`src/rtl/ser_frame_pkg.sv`:
```
package ser_frame_pkg;
  localparam int BYTE_W      = 8;
  localparam int FRAME_BYTES = 13;
  localparam int FRAME_BITS  = BYTE_W * FRAME_BYTES;
  localparam int SYNC_STAGES = 2;

  // Index of each synchronised input inside the sync vector.
  typedef enum int {
    IN_SCLK  = 0,
    IN_SDATA = 1,
    IN_LATCH = 2,
    IN_VSYNC = 3
  } sync_idx_e;
  localparam int NUM_IN = 4;
endpackage

```
`src/rtl/sfr_sync.sv`:
```
module sfr_sync #(
  parameter int W      = 4,
  parameter int STAGES = 2
) (
  input  logic         clk,
  input  logic         rst_n,
  input  logic [W-1:0] d,
  output logic [W-1:0] q
);
  logic [W-1:0] chain [STAGES];

  always_ff @(posedge clk or negedge rst_n) begin
    if (!rst_n) begin
      for (int s = 0; s < STAGES; s++) chain[s] <= '0;
    end else begin
      chain[0] <= d;
      for (int s = 1; s < STAGES; s++) chain[s] <= chain[s-1];
    end
  end

  assign q = chain[STAGES-1];
endmodule

```
`src/rtl/sfr_edge.sv`:
```
module sfr_edge #(
  parameter int           W         = 3,
  parameter logic [W-1:0] FALL_MASK = '0
) (
  input  logic         clk,
  input  logic         rst_n,
  input  logic [W-1:0] lvl,
  output logic [W-1:0] edge_o
);
  logic [W-1:0] prev;

  always_ff @(posedge clk or negedge rst_n) begin
    if (!rst_n) prev <= '0;
    else        prev <= lvl;
  end

  // Each bit picks its rising or falling detector from the mask.
  for (genvar i = 0; i < W; i++) begin : g_edge
    if (FALL_MASK[i]) begin : g_fall
      assign edge_o[i] = prev[i] & ~lvl[i];
    end else begin : g_rise
      assign edge_o[i] = lvl[i] & ~prev[i];
    end
  end
endmodule

```
`src/rtl/sfr_shifter.sv`:
```
module sfr_shifter #(
  parameter int FRAME_BITS = 104,
  parameter int CNT_W      = $clog2(FRAME_BITS + 2)
) (
  input  logic                  clk,
  input  logic                  rst_n,
  input  logic                  bit_stb,
  input  logic                  bit_val,
  input  logic                  clr,
  output logic [FRAME_BITS-1:0] sreg,
  output logic [CNT_W-1:0]      cnt
);
  // One past the frame length marks "too many bits"; the count stops there.
  localparam logic [CNT_W-1:0] CNT_SAT = CNT_W'(FRAME_BITS + 1);

  always_ff @(posedge clk or negedge rst_n) begin
    if (!rst_n) begin
      sreg <= '0;
      cnt  <= '0;
    end else if (clr) begin
      cnt  <= '0;
    end else if (bit_stb) begin
      sreg <= {sreg[FRAME_BITS-2:0], bit_val};
      if (cnt != CNT_SAT) cnt <= cnt + 1'b1;
    end
  end
endmodule

```
`src/rtl/sfr_stage.sv`:
```
module sfr_stage #(
  parameter int FRAME_BITS = 104
) (
  input  logic                  clk,
  input  logic                  rst_n,
  input  logic                  load,
  input  logic                  apply,
  input  logic [FRAME_BITS-1:0] frame_in,
  output logic [FRAME_BITS-1:0] active,
  output logic                  pend
);
  logic [FRAME_BITS-1:0] shadow;

  always_ff @(posedge clk or negedge rst_n) begin
    if (!rst_n) begin
      shadow <= '0;
      active <= '0;
      pend   <= 1'b0;
    end else begin
      if (apply && pend) active <= shadow;
      if (load) begin
        shadow <= frame_in;
        pend   <= 1'b1;
      end else if (apply) begin
        pend   <= 1'b0;
      end
    end
  end
endmodule

```
`src/rtl/ser_ctrl_frame.sv`:
```
module ser_ctrl_frame
  import ser_frame_pkg::*;
#(
  parameter int BYTES  = FRAME_BYTES,
  parameter int BITS_B = BYTE_W,
  parameter int STAGES = SYNC_STAGES
) (
  input  logic                      clk,
  input  logic                      rst_n,
  input  logic                      sclk,
  input  logic                      sdata,
  input  logic                      latch,
  input  logic                      vsync,
  output logic [BYTES*BITS_B-1:0]   ctrl_q,
  output logic                      frame_err
);
  localparam int NBITS = BYTES * BITS_B;
  localparam int CNT_W = $clog2(NBITS + 2);

  logic [NUM_IN-1:0] raw_in, syn_in;
  logic [2:0]        edges;
  logic              sclk_rise, latch_fall, vd_rise;
  logic              bit_stb, load, pend;
  logic [NBITS-1:0]  sreg;
  logic [CNT_W-1:0]  cnt;
  logic              len_ok;

  assign raw_in[IN_SCLK]  = sclk;
  assign raw_in[IN_SDATA] = sdata;
  assign raw_in[IN_LATCH] = latch;
  assign raw_in[IN_VSYNC] = vsync;

  sfr_sync #(.W(NUM_IN), .STAGES(STAGES)) u_sync (
    .clk(clk), .rst_n(rst_n), .d(raw_in), .q(syn_in)
  );

  // edges: [0] sclk rise, [1] latch fall, [2] vsync rise
  sfr_edge #(.W(3), .FALL_MASK(3'b010)) u_edge (
    .clk(clk), .rst_n(rst_n),
    .lvl({syn_in[IN_VSYNC], syn_in[IN_LATCH], syn_in[IN_SCLK]}),
    .edge_o(edges)
  );

  assign sclk_rise  = edges[0];
  assign latch_fall = edges[1];
  assign vd_rise    = edges[2];

  assign bit_stb = sclk_rise & syn_in[IN_LATCH];

  sfr_shifter #(.FRAME_BITS(NBITS), .CNT_W(CNT_W)) u_shift (
    .clk(clk), .rst_n(rst_n),
    .bit_stb(bit_stb), .bit_val(syn_in[IN_SDATA]), .clr(latch_fall),
    .sreg(sreg), .cnt(cnt)
  );

  assign len_ok = (cnt == CNT_W'(NBITS));
  assign load   = latch_fall & len_ok;

  always_ff @(posedge clk or negedge rst_n) begin
    if (!rst_n) frame_err <= 1'b0;
    else        frame_err <= latch_fall & ~len_ok;
  end

  sfr_stage #(.FRAME_BITS(NBITS)) u_stage (
    .clk(clk), .rst_n(rst_n),
    .load(load), .apply(vd_rise), .frame_in(sreg),
    .active(ctrl_q), .pend(pend)
  );
endmodule

```
`config.mk`:
```
export PLATFORM = sky130hd
export DESIGN_NAME = ser_ctrl_frame
export DESIGN_NICKNAME = d
export VERILOG_FILES = /design/src/rtl/ser_frame_pkg.sv /design/src/rtl/sfr_sync.sv /design/src/rtl/sfr_edge.sv /design/src/rtl/sfr_shifter.sv /design/src/rtl/sfr_stage.sv /design/src/rtl/ser_ctrl_frame.sv
export SDC_FILE = /design/constraint.sdc
export NUM_CORES = 1
export LEC_CHECK = 0
export ABC_AREA = 1
export ABC_CLOCK_PERIOD_IN_PS = 1500
export BUFFER_PORTS_ARGS = -buffer_cell sky130_fd_sc_hd__buf_2
export CORE_ASPECT_RATIO = 1.25
export CORE_MARGIN = 1.5
export CORE_UTILIZATION = 56
export CTS_BUF_LIST = sky130_fd_sc_hd__clkbuf_8
export DETAILED_ROUTE_END_ITERATION = 7
export PLACE_DENSITY = 0.81
export SLEW_MARGIN = 20
export SYNTH_ARGS = -nofsm -noshare
export SYNTH_HDL_FRONTEND = slang
export SYNTH_HIERARCHICAL = 1
export SYNTH_SLANG_ARGS = --single-unit
```
`constraint.sdc`:
```
create_clock -name clk -period 1.5 [get_ports clk]
set_input_delay 0.075 -clock clk [delete_from_list [all_inputs] [get_ports clk]]
set_output_delay 0.075 -clock clk [all_outputs]
set_load 0.005 [all_outputs]
```
==> summary.txt, run 1 <==
Logic synthesis
  – Post-Syn Area: 0.0129 mm^2
  – Sequential area share after synthesis: 0.645
  – Syn Area/Cell: around 10 um^2
  – Async S/R FF share, synth: 1.00
  – Post-Synthesis Cells: 1234
  – Syn. warnings: 6
  – Synthesized flop and latch total: approximately 330
  – Mux cell area share after synthesis: 0.0903
  – Compound-gate portion of the synthesized area: 0.00427
  – Largest family of logic cells by synthesized area: simple AND/OR/NAND/NOR gates
  – EDFF count, synth: 0
  – Syn Nets: ~1200
  – Simple-gate area share of the yosys netlist: 0.215
  – Most used flip-flop cell after synthesis: dfrtp_1
  – Synth Area in XOR/XNOR: 0
  – Post-synthesis cell type count: 21
  – Synthesized-area fraction occupied by adder cells: 0.00194

Global routing
  – GR Layer Usage met3: 0.0374
  – Largest net degree at the start of global routing: 93
  – Vias in the first global route: about 9200
  – Tot GR Track Use: 0.218
  – Congestion Overflow GR: 0
  – Initial antenna violation count: 0
  – Global route hottest layer: met2
  – Met2 usage: 0.373
  – Global-route wire length before repair: 43.6 mm
  – Routing usage on met1: 0.286

Worst setup path
  – Crit-path max FO: 17
  – Critical path class: register to register
  – Worst Path Buf+Inv: 2
  – Worst path slowest cell: dfrtp_1
  – Worst Path Arrival: 1.89 ns
  – Worst endpoint required time: approximately 1.9 ns
  – Worst Setup End Kind: register
  – Largest stage delay, worst path: 0.41 ns
  – Setup crit start kind: register
  – Family with the most delay on the worst path: flip-flops
  – Cell-by-cell trace of the critical path: nor2_4 > inv_2 > nand2_8 > buf_12 > mux2_2

Pwr
  – Power density over cell area: 1130 mW/mm^2
  – Sw Ratio: 0.229
  – IR drop worst, VDD: 0.779 mV
  – Logic gate share of total power: 0.042
  – Internal power: 13.2 mW
  – Clock share of power: 0.416
  – Leak: just under 9 nW
  – Net Switching: 3.93 mW
  – Reg power frac: 0.542

Clock tree
  – TritonCTS Sinks: 332
  – Clk pin slew, worst setup/hold paths: about 0.07 ns
  – Inserted Clock Buffers: 48
  – Clock tree buffer depth: 3
  – Worst skew pair latency: approximately 0.56 ns
  – TritonCTS clock tree: done
  – Number of H-tree levels: 2
  – CTS root buf: clkbuf_8

Placement
  – I/O Buffers: 110
  – GP Congestion: about 0.79
  – HPWL Detailed: 15.0 mm

STA
  – Worst-margin pin slew: 0.596 ns
  – Final Max Slew Viols: 0
  – Setup_tns: 0 ns
  – Fmax achieved: 0.689 GHz
  – Final Hold Viols: 0
  – RSZ-0062 raised after global routing: true
  – Clk_skew: between 0.02 and 0.025 ns
  – Tcrit/Tclk final: 0.967
  – Slew margin rel.: 0.602
  – Final setup vio count: 0
  – Shortest period the worst path allows: 1.45 ns

Floorplanning
  – Die Area: between 0.02 and 0.025 mm^2
  – IO Count: 111
  – Die Ht: 173 um
  – Die width: ~140 um
  – Site Rows: approximately 60
  – Starting Density: 0.574
  – Core area: 0.0224 mm^2

Flow run
  – Max_cap viols: 0

Detailed routing
  – Via density: ~5.3
  – Post-Route WL: 27.0 mm
  – # DRC: 0
  – Initial drt markers: 510
  – Drt first pass iters: 5
  – Routed Antenna Nets: 0
  – Via count: 8958
  – WL/cell: between 15 and 20 um

Layout
  – Fin util: 0.675
  – Register area: 0.00831 mm^2
  – Diode count: 0
  – Multi-input gate area: roughly 0.004 mm^2
  – Area Overhead vs Synth: 17.6%
  – Final net count: between 1000 and 1500
  – Layout cells sized above 1: 0.241
  – Fillers: about 1700

Hold path
  – Worst Hold Class: input pin to async pin

Outcome
  – Outcome: finished clean
[layout make-up]
class,instances,area share
Sequential cell,332,0.549
Multi-Input combinational cell,805,0.269
Timing Repair Buffer,159,0.0893
Clock buffer,56,0.0509
Tap cell,283,0.0234
Clock inverter,32,0.0130
Inverter,24,0.00644
[tightest hold or removal path, delay by kind of cell]
kind / cells / cell delay, ns
buffers and inverters: 3 / 0.99
[power groups by stage]
stage          sequential, mW  combinational [mW]  clock [mW]
2_1_floorplan            9.43               0.350           0
3_3_place_gp             9.46               0.666           0
3_5_place_dp             9.46               0.684           0
4_1_cts                  9.30               0.707        7.27
5_1_grt                  9.32               0.798        7.68
6_report                 9.30               0.716        7.13
[logic make-up after synthesis]
logic type	after synthesis
mux	100
flops	332
compound gates	11
fa+ha+maj	2
buf+inv	97
simple gates	692
[cell usage after synthesis (2+ instances only)]
library cell,n,area share
buf_4,26,0.015
o21ai_0,9,0.0035
ha_1,2,0.0019
inv_2,2,0.00058
mux2_4,10,0.012
nand2_4,2,0.0017
clkbuf_1,2,0.00058
mux2_1,2,0.0017
nor2_2,4,0.0019
dfrtp_1,332,0.64
buf_2,39,0.015
buf_6,6,0.0052
nand3_1,114,0.044
inv_1,22,0.0064
nor2_1,16,0.0047
mux2_2,88,0.077
a21oi_1,2,0.00078
nand2_1,553,0.16
[flip-flops by register name, indices dropped and copies added, names as in the netlist]
| name | cells |
|---|---|
| u_shift/sreg | 104 |
| u_stage/active | 104 |
| u_stage/shadow | 104 |
| u_shift/cnt | 7 |
| u_sync/chain | 4 |
| u_sync/q | 4 |
| u_edge/prev | 3 |
| frame_err | 1 |
| u_stage/pend | 1 |
[what timing repair did]
| action | CTS | global route |
|---|---|---|
| hold buffers | 6 | 0 |
| endpoints found under the hold margin | 336 | 0 |
| cloned | 1 | 8 |
| setup endpoints to repair | 85 | 199 |
| pin swaps | 1 | 3 |
| gates resized for setup | 13 | 16 |
| setup buffers | 1 | 2 |
[cells in the final DEF (no fill, tap or decap), types with 3 or more instances in the layout]
cell type and count:
clkinv_2 10, nor2_1 15, o21ai_0 9, clkbuf_8 56, mux2_2 88, buf_4 10, buf_2 109, buf_12 19
nand2_2 6, inv_1 37, dlygate4sd3_1 6, dfrtp_1 331, buf_6 5, nand3_1 114, mux2_4 10, nand2_1 547
clkbuf_16 6, nor2_4 3, inv_2 3
[metrics by stage]
step	hold slack, ns	power [mW]	instance area, um^2	worst slack [ns]	cells
after floorplan	-0.221	9.78	12900	0.0121	1234
after global placement	-0.0745	10.1	13800	0.0219	1586
after detailed placement	-0.0757	10.1	13800	-0.0417	1586
after CTS	0.130	17.3	14900	0.000608	1682
after global routing	0.137	17.8	15200	-0.0631	1691
final	0.143	17.2	15200	0.0490	1691
[layer usage]
metal  vias up  share of wire  routed length [um]
li1       4189              -                   -
met5         -              0                   0
met2       275           0.51               13700
met1      4446           0.42               11200
met3        48          0.052                1400
met4         0          0.028                 751
[path summary, 6_finish.rpt]
kind	end	slack [ns]	depth (start not counted)	start
max	u_shift/sreg[98]	0.05	5	u_sync/q[2]
min	u_stage/pend	0.14	3	rst_n
max reg2reg	u_shift/sreg[98]	0.05	5	u_sync/q[2]
min reg2reg	u_sync/q[1]	0.34	0	u_sync/chain[5]
max in group asynchronous	u_stage/shadow[68]	0.37	3	rst_n
min in group clk	u_sync/chain[7]	0.17	2	vsync
(Power assumes the default switching activity.)
==> run 2: changes to the inputs <==
--- a/config.mk
+++ b/config.mk
@@ -6,16 +6,15 @@
 export NUM_CORES = 1
 export LEC_CHECK = 0
 export ABC_AREA = 1
-export ABC_CLOCK_PERIOD_IN_PS = 1500
+export ABC_CLOCK_PERIOD_IN_PS = 1400
 export BUFFER_PORTS_ARGS = -buffer_cell sky130_fd_sc_hd__buf_2
 export CORE_ASPECT_RATIO = 1.25
 export CORE_MARGIN = 1.5
-export CORE_UTILIZATION = 56
+export CORE_UTILIZATION = 61
 export CTS_BUF_LIST = sky130_fd_sc_hd__clkbuf_8
 export DETAILED_ROUTE_END_ITERATION = 7
-export PLACE_DENSITY = 0.81
+export PLACE_DENSITY = 0.83
 export SLEW_MARGIN = 20
 export SYNTH_ARGS = -nofsm -noshare
 export SYNTH_HDL_FRONTEND = slang
-export SYNTH_HIERARCHICAL = 1
 export SYNTH_SLANG_ARGS = --single-unit
==> constraint.sdc (replaced) <==
create_clock -name clk -period 1.4 [get_ports clk]
set_input_delay 0.07 -clock clk [delete_from_list [all_inputs] [get_ports clk]]
set_output_delay 0.07 -clock clk [all_outputs]
set_load 0.005 [all_outputs]
==> summary.txt, run 2 <==
Detailed routing
  – Initial drt markers: 567 (+11%)
  – Post-Route WL: 28.2 mm (+4.3%)
  – Drt first pass iters: 5 (unchanged)
  – # DRC: 0 (unchanged)
  – WL/cell: 18.0 um (+13%)
  – Via count: 8523 (-4.9%)
  – Routed Antenna Nets: 0 (unchanged)
  – Via density: 5.45 (+2.8%)

STA
  – Shortest period the worst path allows: 1.54 ns (+0.0885 ns)
  – Setup WS post-layout: -0.140 ns (-0.188 ns)
  – Final setup vio count: 212 (+212)
  – Setup_tns: -14.45 ns (-14.45 ns)
  – Final Hold Viols: 0 (unchanged)
  – Fmax achieved: 0.650 GHz (-5.7%)
  – Worst-margin pin slew: 0.434 ns (-0.161 ns)
  – Tcrit/Tclk final: 1.10 (+0.132)
  – Slew margin rel.: 0.710 (+0.109)
  – Hold slack: 0.0310 ns (-0.112 ns)
  – Clk_skew: 0.0295 ns (+0.00941 ns)
  – Final Max Slew Viols: 0 (unchanged)
  – RSZ-0062 raised after global routing: true

Pwr
  – Sw Ratio: 0.225 (-0.00375)
  – Reg power frac: 0.553 (+0.011)
  – Logic gate share of total power: 0.035 (-0.007)
  – IR drop worst, VDD: 0.798 mV (+2.5%)
  – Leak: 7.75 nW (-11%)
  – Power density over cell area: 1140 mW/mm^2 (+0.86%)
  – Internal power: 13.6 mW (+3.1%)
  – Net Switching: 3.96 mW (+0.94%)
  – Clock share of power: 0.412 (-0.004)

Worst setup path
  – Worst endpoint required time: 1.83 ns (-0.11 ns)
  – Critical path class: register to register
  – Setup crit start kind: register
  – Worst Setup End Kind: register
  – Worst Path Arrival: 1.97 ns (+0.08 ns)
  – Reg2Reg Depth: 9 (+4)
  – Crit-path max FO: 21 (+4)

Logic synthesis
  – Sequential area share after synthesis: 0.666 (+0.0210)
  – Async S/R FF share, synth: 1.00 (unchanged)
  – Syn. warnings: 0 (-6)
  – Synth area leader: dfrtp_1
  – EDFF count, synth: 0 (unchanged)
  – Ranking of synthesized cells by area: dfrtp_1, mux2_2, nand2_1
  – Yosys top cell area share: 0.666 (+0.0210)
  – Syn Nets: 1099 (-12%)
  – Synthesized flop and latch total: 332 (unchanged)
  – Post-Syn Area: 0.0125 mm^2 (-3.1%)
  – Syn Area/Cell: 11.4 um^2 (+9.6%)
  – Post-synthesis cell type count: 24 (+14%)
  – Top-count cell post-synth: dfrtp_1
  – Most used flip-flop cell after synthesis: dfrtp_1
  – Post-Synthesis Cells: 1090 (-12%)
  – Post-synth top cells: dfrtp_1, nand2_1, o21ai_0

Clock tree
  – CTS root buf: clkbuf_8
  – Number of H-tree levels: 2 (unchanged)
  – Worst skew pair latency: 0.56 ns (about the same)
  – Inserted Clock Buffers: 48 (unchanged)
  – TritonCTS clock tree: done
  – TritonCTS Sinks: 332 (unchanged)
  – Clock tree buffer depth: 3 (unchanged)
  – Clk pin slew, worst setup/hold paths: 0.07 ns (about the same)

Layout
  – Final cell count without fillers: 1565 (-7.5%)
  – Commonest non-fill, non-tap cell in the layout: dfrtp_1
  – Diode count: 0 (unchanged)
  – Largest registers: u_shift.sreg: 104 flops, u_stage.active: 104 flops, u_stage.shadow: 104 flops
  – Area Overhead vs Synth: 23.6%
  – Fillers: 1185 (-29%)
  – Layout cells sized above 1: 0.331 (+0.0898)
  – Fin util: 0.767 (+0.0917)
  – Commonest cells after routing, fill and taps aside: dfrtp_1, nand2_1, inv_1
  – Final net count: 1273 (-7.6%)

Floorplanning
  – Die width: 131 um (-5.6%)
  – Starting Density: 0.621 (+0.0466)
  – Die Ht: 163 um (-5.6%)
  – Site Rows: 58 (-4.9%)
  – Core area: 0.0201 mm^2 (-10%)
  – Die Area: 0.0213 mm^2 (-11%)
  – IO Count: 111 (unchanged)

Placement
  – HPWL Detailed: 13.9 mm (-7.7%)
  – GP Congestion: 0.786 (-0.92%)
  – Setup WS pre-CTS: -0.0970 ns (-0.0553 ns)
  – I/O Buffers: 110 (unchanged)
  – DP Cell Count: 1444 (-9.0%)

Global routing
  – Global-route wire length before repair: 39.9 mm (-8.4%)
  – Tot GR Track Use: 0.237 (+0.0191)
  – Congestion Overflow GR: 0 (unchanged)
  – Largest net degree at the start of global routing: 69 (-26%)
  – Vias in the first global route: 8279 (-9.8%)
  – Initial antenna violation count: 0 (unchanged)

Outcome
  – Outcome: complete, but fails checks
  – Failing checks: negative setup slack

Hold path
  – Worst Hold Class: input pin to async pin

Flow run
  – Max_cap viols: 0 (unchanged)
[run 2: cell count changes after synthesis, sizes merged, moves of 9 or more]
cell    before  now
buf         71   33
clkbuf       2   24
nand2      555  236
nand3      114   10
nor2        20   11
inv         24  118
o21ai        9  214
[run 2: path summary, 6_finish.rpt]
path | slack (ns) | startpoint | to
worst min-delay path | 0.03 | rst_n | u_shift.sreg[60]
worst max register to register | -0.14 | u_shift.cnt[0] | u_stage.shadow[0]
worst min register to register | 0.34 | u_sync.chain[7] | u_sync.q[3]
max in group asynchronous | 0.69 | rst_n | u_stage.active[60]
min in group clk | 0.16 | vsync | u_sync.chain[7]
worst max-delay path | -0.14 | u_shift.cnt[0] | u_stage.shadow[0]
[run 2: per-layer routing]
layer | share of wire | GRT usage | wire [um]
met1 | 0.41 | 0.316 | 11500
met2 | 0.52 | 0.399 | 14700
met3 | 0.045 | 0.0378 | 1280
met4 | 0.027 | 0.0824 | 760
met5 | 0 | 0 | 0
[run 2: cell type report]
cell class              instances  area [um^2]  share of cell area
multi-input cells             585         3740               0.242
flip-flops and latches        332         8310               0.539
well taps                     270          338              0.0219
inverters                     118          443              0.0287
repair buffers                179         1690               0.110
clock inverters                22         83.8             0.00544
clock buffers                  59          812              0.0527
[run 2: logic make-up after synthesis]
group | after synthesis | share of synthesized area
multiplexers | 104 | 0.0939
AND/OR/NAND/NOR | 258 | 0.0802
XOR/XNOR | 2 | 0.00140
flip-flops | 332 | 0.666
adder cells (fa/ha/maj) | 3 | 0.00301
AO/OA/AOI/OAI | 216 | 0.0914
buffers and inverters | 175 | 0.0643
[run 2: per-stage QoR]
stage / cell area [um^2] / power [mW]
finish: 15400 / 17.6
global route: 15400 / 18.3
CTS: 14700 / 17.6
detailed placement: 13500 / 10.4
global placement: 13500 / 10.4
floorplan: 12500 / 10.1
[run 2: timing repair]
| action | CTS | global route |
|---|---|---|
| gates resized for setup | 32 | 91 |
| buffers inserted | 7 | 5 |
| endpoints found under the hold margin | 336 | 0 |
| endpoints found under the setup margin | 86 | 221 |
| gates cloned | 5 | 18 |
| pin swaps | 0 | 7 |
| hold buffers | 5 | 0 |
[run 2: critical path, cell delays in order (launching register included)]
cell	delay [ns]
dfrtp_1	0.40
inv_2	0.09
ha_4	0.13
inv_2	0.04
nor2_4	0.11
nand3_4	0.12
buf_12	0.17
clkbuf_16	0.20
nand2_2	0.08
o21ai_2	0.08
[run 2: power groups by stage]
stage,logic (mW),clock network [mW],registers [mW]
after floorplan,0.187,0,9.90
after global placement,0.517,0,9.90
after detailed placement,0.532,0,9.90
after CTS,0.562,7.32,9.73
after global routing,0.698,7.83,9.74
final,0.619,7.25,9.74
==> run 3: changes to the inputs <==
--- a/config.mk
+++ b/config.mk
@@ -6,14 +6,14 @@
 export NUM_CORES = 1
 export LEC_CHECK = 0
 export ABC_AREA = 1
-export ABC_CLOCK_PERIOD_IN_PS = 1400
+export ABC_CLOCK_PERIOD_IN_PS = 1850
 export BUFFER_PORTS_ARGS = -buffer_cell sky130_fd_sc_hd__buf_2
 export CORE_ASPECT_RATIO = 1.25
 export CORE_MARGIN = 1.5
-export CORE_UTILIZATION = 61
+export CORE_UTILIZATION = 66
 export CTS_BUF_LIST = sky130_fd_sc_hd__clkbuf_8
 export DETAILED_ROUTE_END_ITERATION = 7
-export PLACE_DENSITY = 0.83
+export PLACE_DENSITY = 0.89
 export SLEW_MARGIN = 20
 export SYNTH_ARGS = -nofsm -noshare
 export SYNTH_HDL_FRONTEND = slang
==> constraint.sdc (replaced) <==
create_clock -name clk -period 1.85 [get_ports clk]
set_input_delay 0.0925 -clock clk [delete_from_list [all_inputs] [get_ports clk]]
set_output_delay 0.0925 -clock clk [all_outputs]
set_load 0.005 [all_outputs]
==> summary.txt, run 3 (same netlist as run 2, synthesis figures left out) <==
Clock tree
  – TritonCTS clock tree: done
  – Clock tree buffer depth: 3 (unchanged)
  – Post-CTS Resized: 0 (-100%)
  – Worst skew pair latency: 0.55 ns (about the same)
  – CTS root buf: clkbuf_8
  – Clk pin slew, worst setup/hold paths: 0.06 ns (about the same)
  – Number of H-tree levels: 2 (unchanged)
  – TritonCTS Sinks: 332 (unchanged)
  – Inserted Clock Buffers: 47 (-2.1%)

Worst setup path
  – Reg2Reg Depth: 7 (-2)
  – Worst Setup End Kind: register
  – Worst endpoint required time: 2.30 ns (+0.47 ns)
  – Critical path class: register to register
  – Worst Path Arrival: 2.16 ns (+0.19 ns)
  – Flop2flop setup slack: 0.14 ns (+0.28 ns)
  – Setup crit start kind: register
  – Beginning of the critical path: u_shift.cnt[0]
  – Crit Reg-Reg Endpoint: u_stage.shadow[102]
  – Worst setup path end: u_stage.shadow[102]
  – RR Startpoint: u_shift.cnt[0]
  – Crit-path max FO: 118 (+460%)

STA
  – Slew margin rel.: 0.637 (-0.0732)
  – Shortest period the worst path allows: 1.71 ns (+0.166 ns)
  – RSZ-0062 raised after global routing: false
  – Worst-margin pin slew: 0.544 ns (+0.110 ns)
  – Final setup vio count: 0 (-100%)
  – Final Hold Viols: 0 (unchanged)
  – Fmax achieved: 0.586 GHz (-9.7%)
  – Clk_skew: 0.0133 ns (-0.0162 ns)
  – Tcrit/Tclk final: 0.922 (-0.178)
  – Hold slack: 0.0304 ns (-0.000646 ns)
  – Setup WS post-layout: 0.144 ns (+0.284 ns)
  – Final Max Slew Viols: 0 (unchanged)
  – Setup_tns: 0 ns (+14.45 ns)

Detailed routing
  – WL/cell: 15.1 um (-16%)
  – Post-Route WL: 22.3 mm (-21%)
  – # DRC: 0 (unchanged)
  – Via count: 7880 (-7.5%)
  – Routed Antenna Nets: 0 (unchanged)
  – Drt first pass iters: 7 (+2)
  – Initial drt markers: 530 (-6.5%)
  – Via density: 5.34 (-1.9%)

Placement
  – I/O Buffers: 110 (unchanged)
  – HPWL Detailed: 13.7 mm (-1.0%)
  – Setup WS pre-CTS: 0.201 ns (+0.298 ns)
  – GP Congestion: 0.738 (-6.1%)

Hold path
  – Worst Hold Class: input pin to async pin

Floorplanning
  – IO Count: 111 (unchanged)
  – Die Ht: 157 um (-3.8%)
  – Die width: 126 um (-3.8%)
  – Die Area: 0.0197 mm^2 (-7.4%)
  – Site Rows: 56 (-3.4%)
  – Starting Density: 0.669 (+0.0488)
  – Core area: 0.0186 mm^2 (-7.3%)

Global routing
  – Global-route wire length before repair: 38.0 mm (-4.9%)
  – Largest net degree at the start of global routing: 119 (+72%)
  – Vias in the first global route: 8055 (-2.7%)
  – Initial antenna violation count: 0 (unchanged)
  – Tot GR Track Use: 0.237 (about the same)
  – Congestion Overflow GR: 0 (unchanged)

Layout
  – Commonest non-fill, non-tap cell in the layout: dfrtp_1
  – Layout cells sized above 1: 0.259 (-0.0722)
  – Commonest cells after routing, fill and taps aside: dfrtp_1, nand2_1, inv_1
  – Final net count: 1221 (-4.1%)
  – Fillers: 1166 (-1.6%)
  – Largest registers: u_shift.sreg: 104 flops, u_stage.active: 104 flops, u_stage.shadow: 104 flops
  – Diode count: 0 (unchanged)
  – Area Overhead vs Synth: 14.1%

Outcome
  – Outcome: finished clean

Pwr
  – Leak: 7.16 nW (-7.6%)
  – Power density over cell area: 935 mW/mm^2 (-18%)
  – IR drop worst, VDD: 0.834 mV (+4.5%)
  – Total power: 13.3 mW (-24%)

Flow run
  – Max_cap viols: 0 (unchanged)
## run 3: worst max-delay path, cell delays in order, from the launching register on
cell     delay [ns]
dfrtp_1        0.41
inv_1          0.11
ha_1           0.15
inv_1          0.04
nor2_2         0.16
nand3_4        0.12
buf_12         0.23
o21ai_0        0.27
## run 3: how the worst min path moves through the flow
stage | startpoint | endpoint | slack [ns] | depth (start not counted)
2_1_floorplan | rst_n | frame_err | -0.20 | 0
3_3_place_gp | rst_n | u_sync.chain[6] | 0.03 | 1
3_5_place_dp | rst_n | u_stage.active[11] | 0.03 | 1
4_1_cts | rst_n | u_stage.active[2] | 0.05 | 2
5_1_grt | rst_n | u_stage.active[11] | 0.08 | 2
6_report | rst_n | u_stage.active[8] | 0.03 | 2
## run 3: what timing repair did
item                                   CTS  global route
buffers inserted                         0             0
endpoints found under the hold margin  336             0
hold buffers                             5             0
## run 3: layout make-up
class / count / area [um^2] / share of cell area
inverter: 118 / 443 / 0.0311
clock buffer: 62 / 853 / 0.0599
tap: 232 / 290 / 0.0204
multi-input combinational: 583 / 3390 / 0.238
timing repair buffer: 130 / 873 / 0.0613
sequential: 332 / 8310 / 0.583
clock inverter: 18 / 85.1 / 0.00597
## run 3: layer usage
layer | share of wire | GRT usage | up-vias
met5 | 0 | 0 | -
met4 | 0.022 | 0.0859 | 0
met3 | 0.035 | 0.0386 | 41
met2 | 0.52 | 0.411 | 158
met1 | 0.42 | 0.307 | 3935
li1 | - | - | 3746
## run 3: through the flow
stage | std cells | instance area (um^2) | util
after CTS | 1475 | 14200 | 0.764
after global placement | 1390 | 13300 | 0.711
final | 1475 | 14200 | 0.764
after floorplan | 1090 | 12500 | -
after global routing | 1475 | 14200 | 0.764
after detailed placement | 1390 | 13300 | 0.711
## run 3: report_power, final
part,total [mW],switching (mW),internal [mW],leakage [nW]
logic,0.353,0.263,0.0898,2.03
registers,7.37,0.0417,7.33,4.61
clock network,5.60,2.61,2.99,0.526
total,13.3,2.91,10.4,7.16
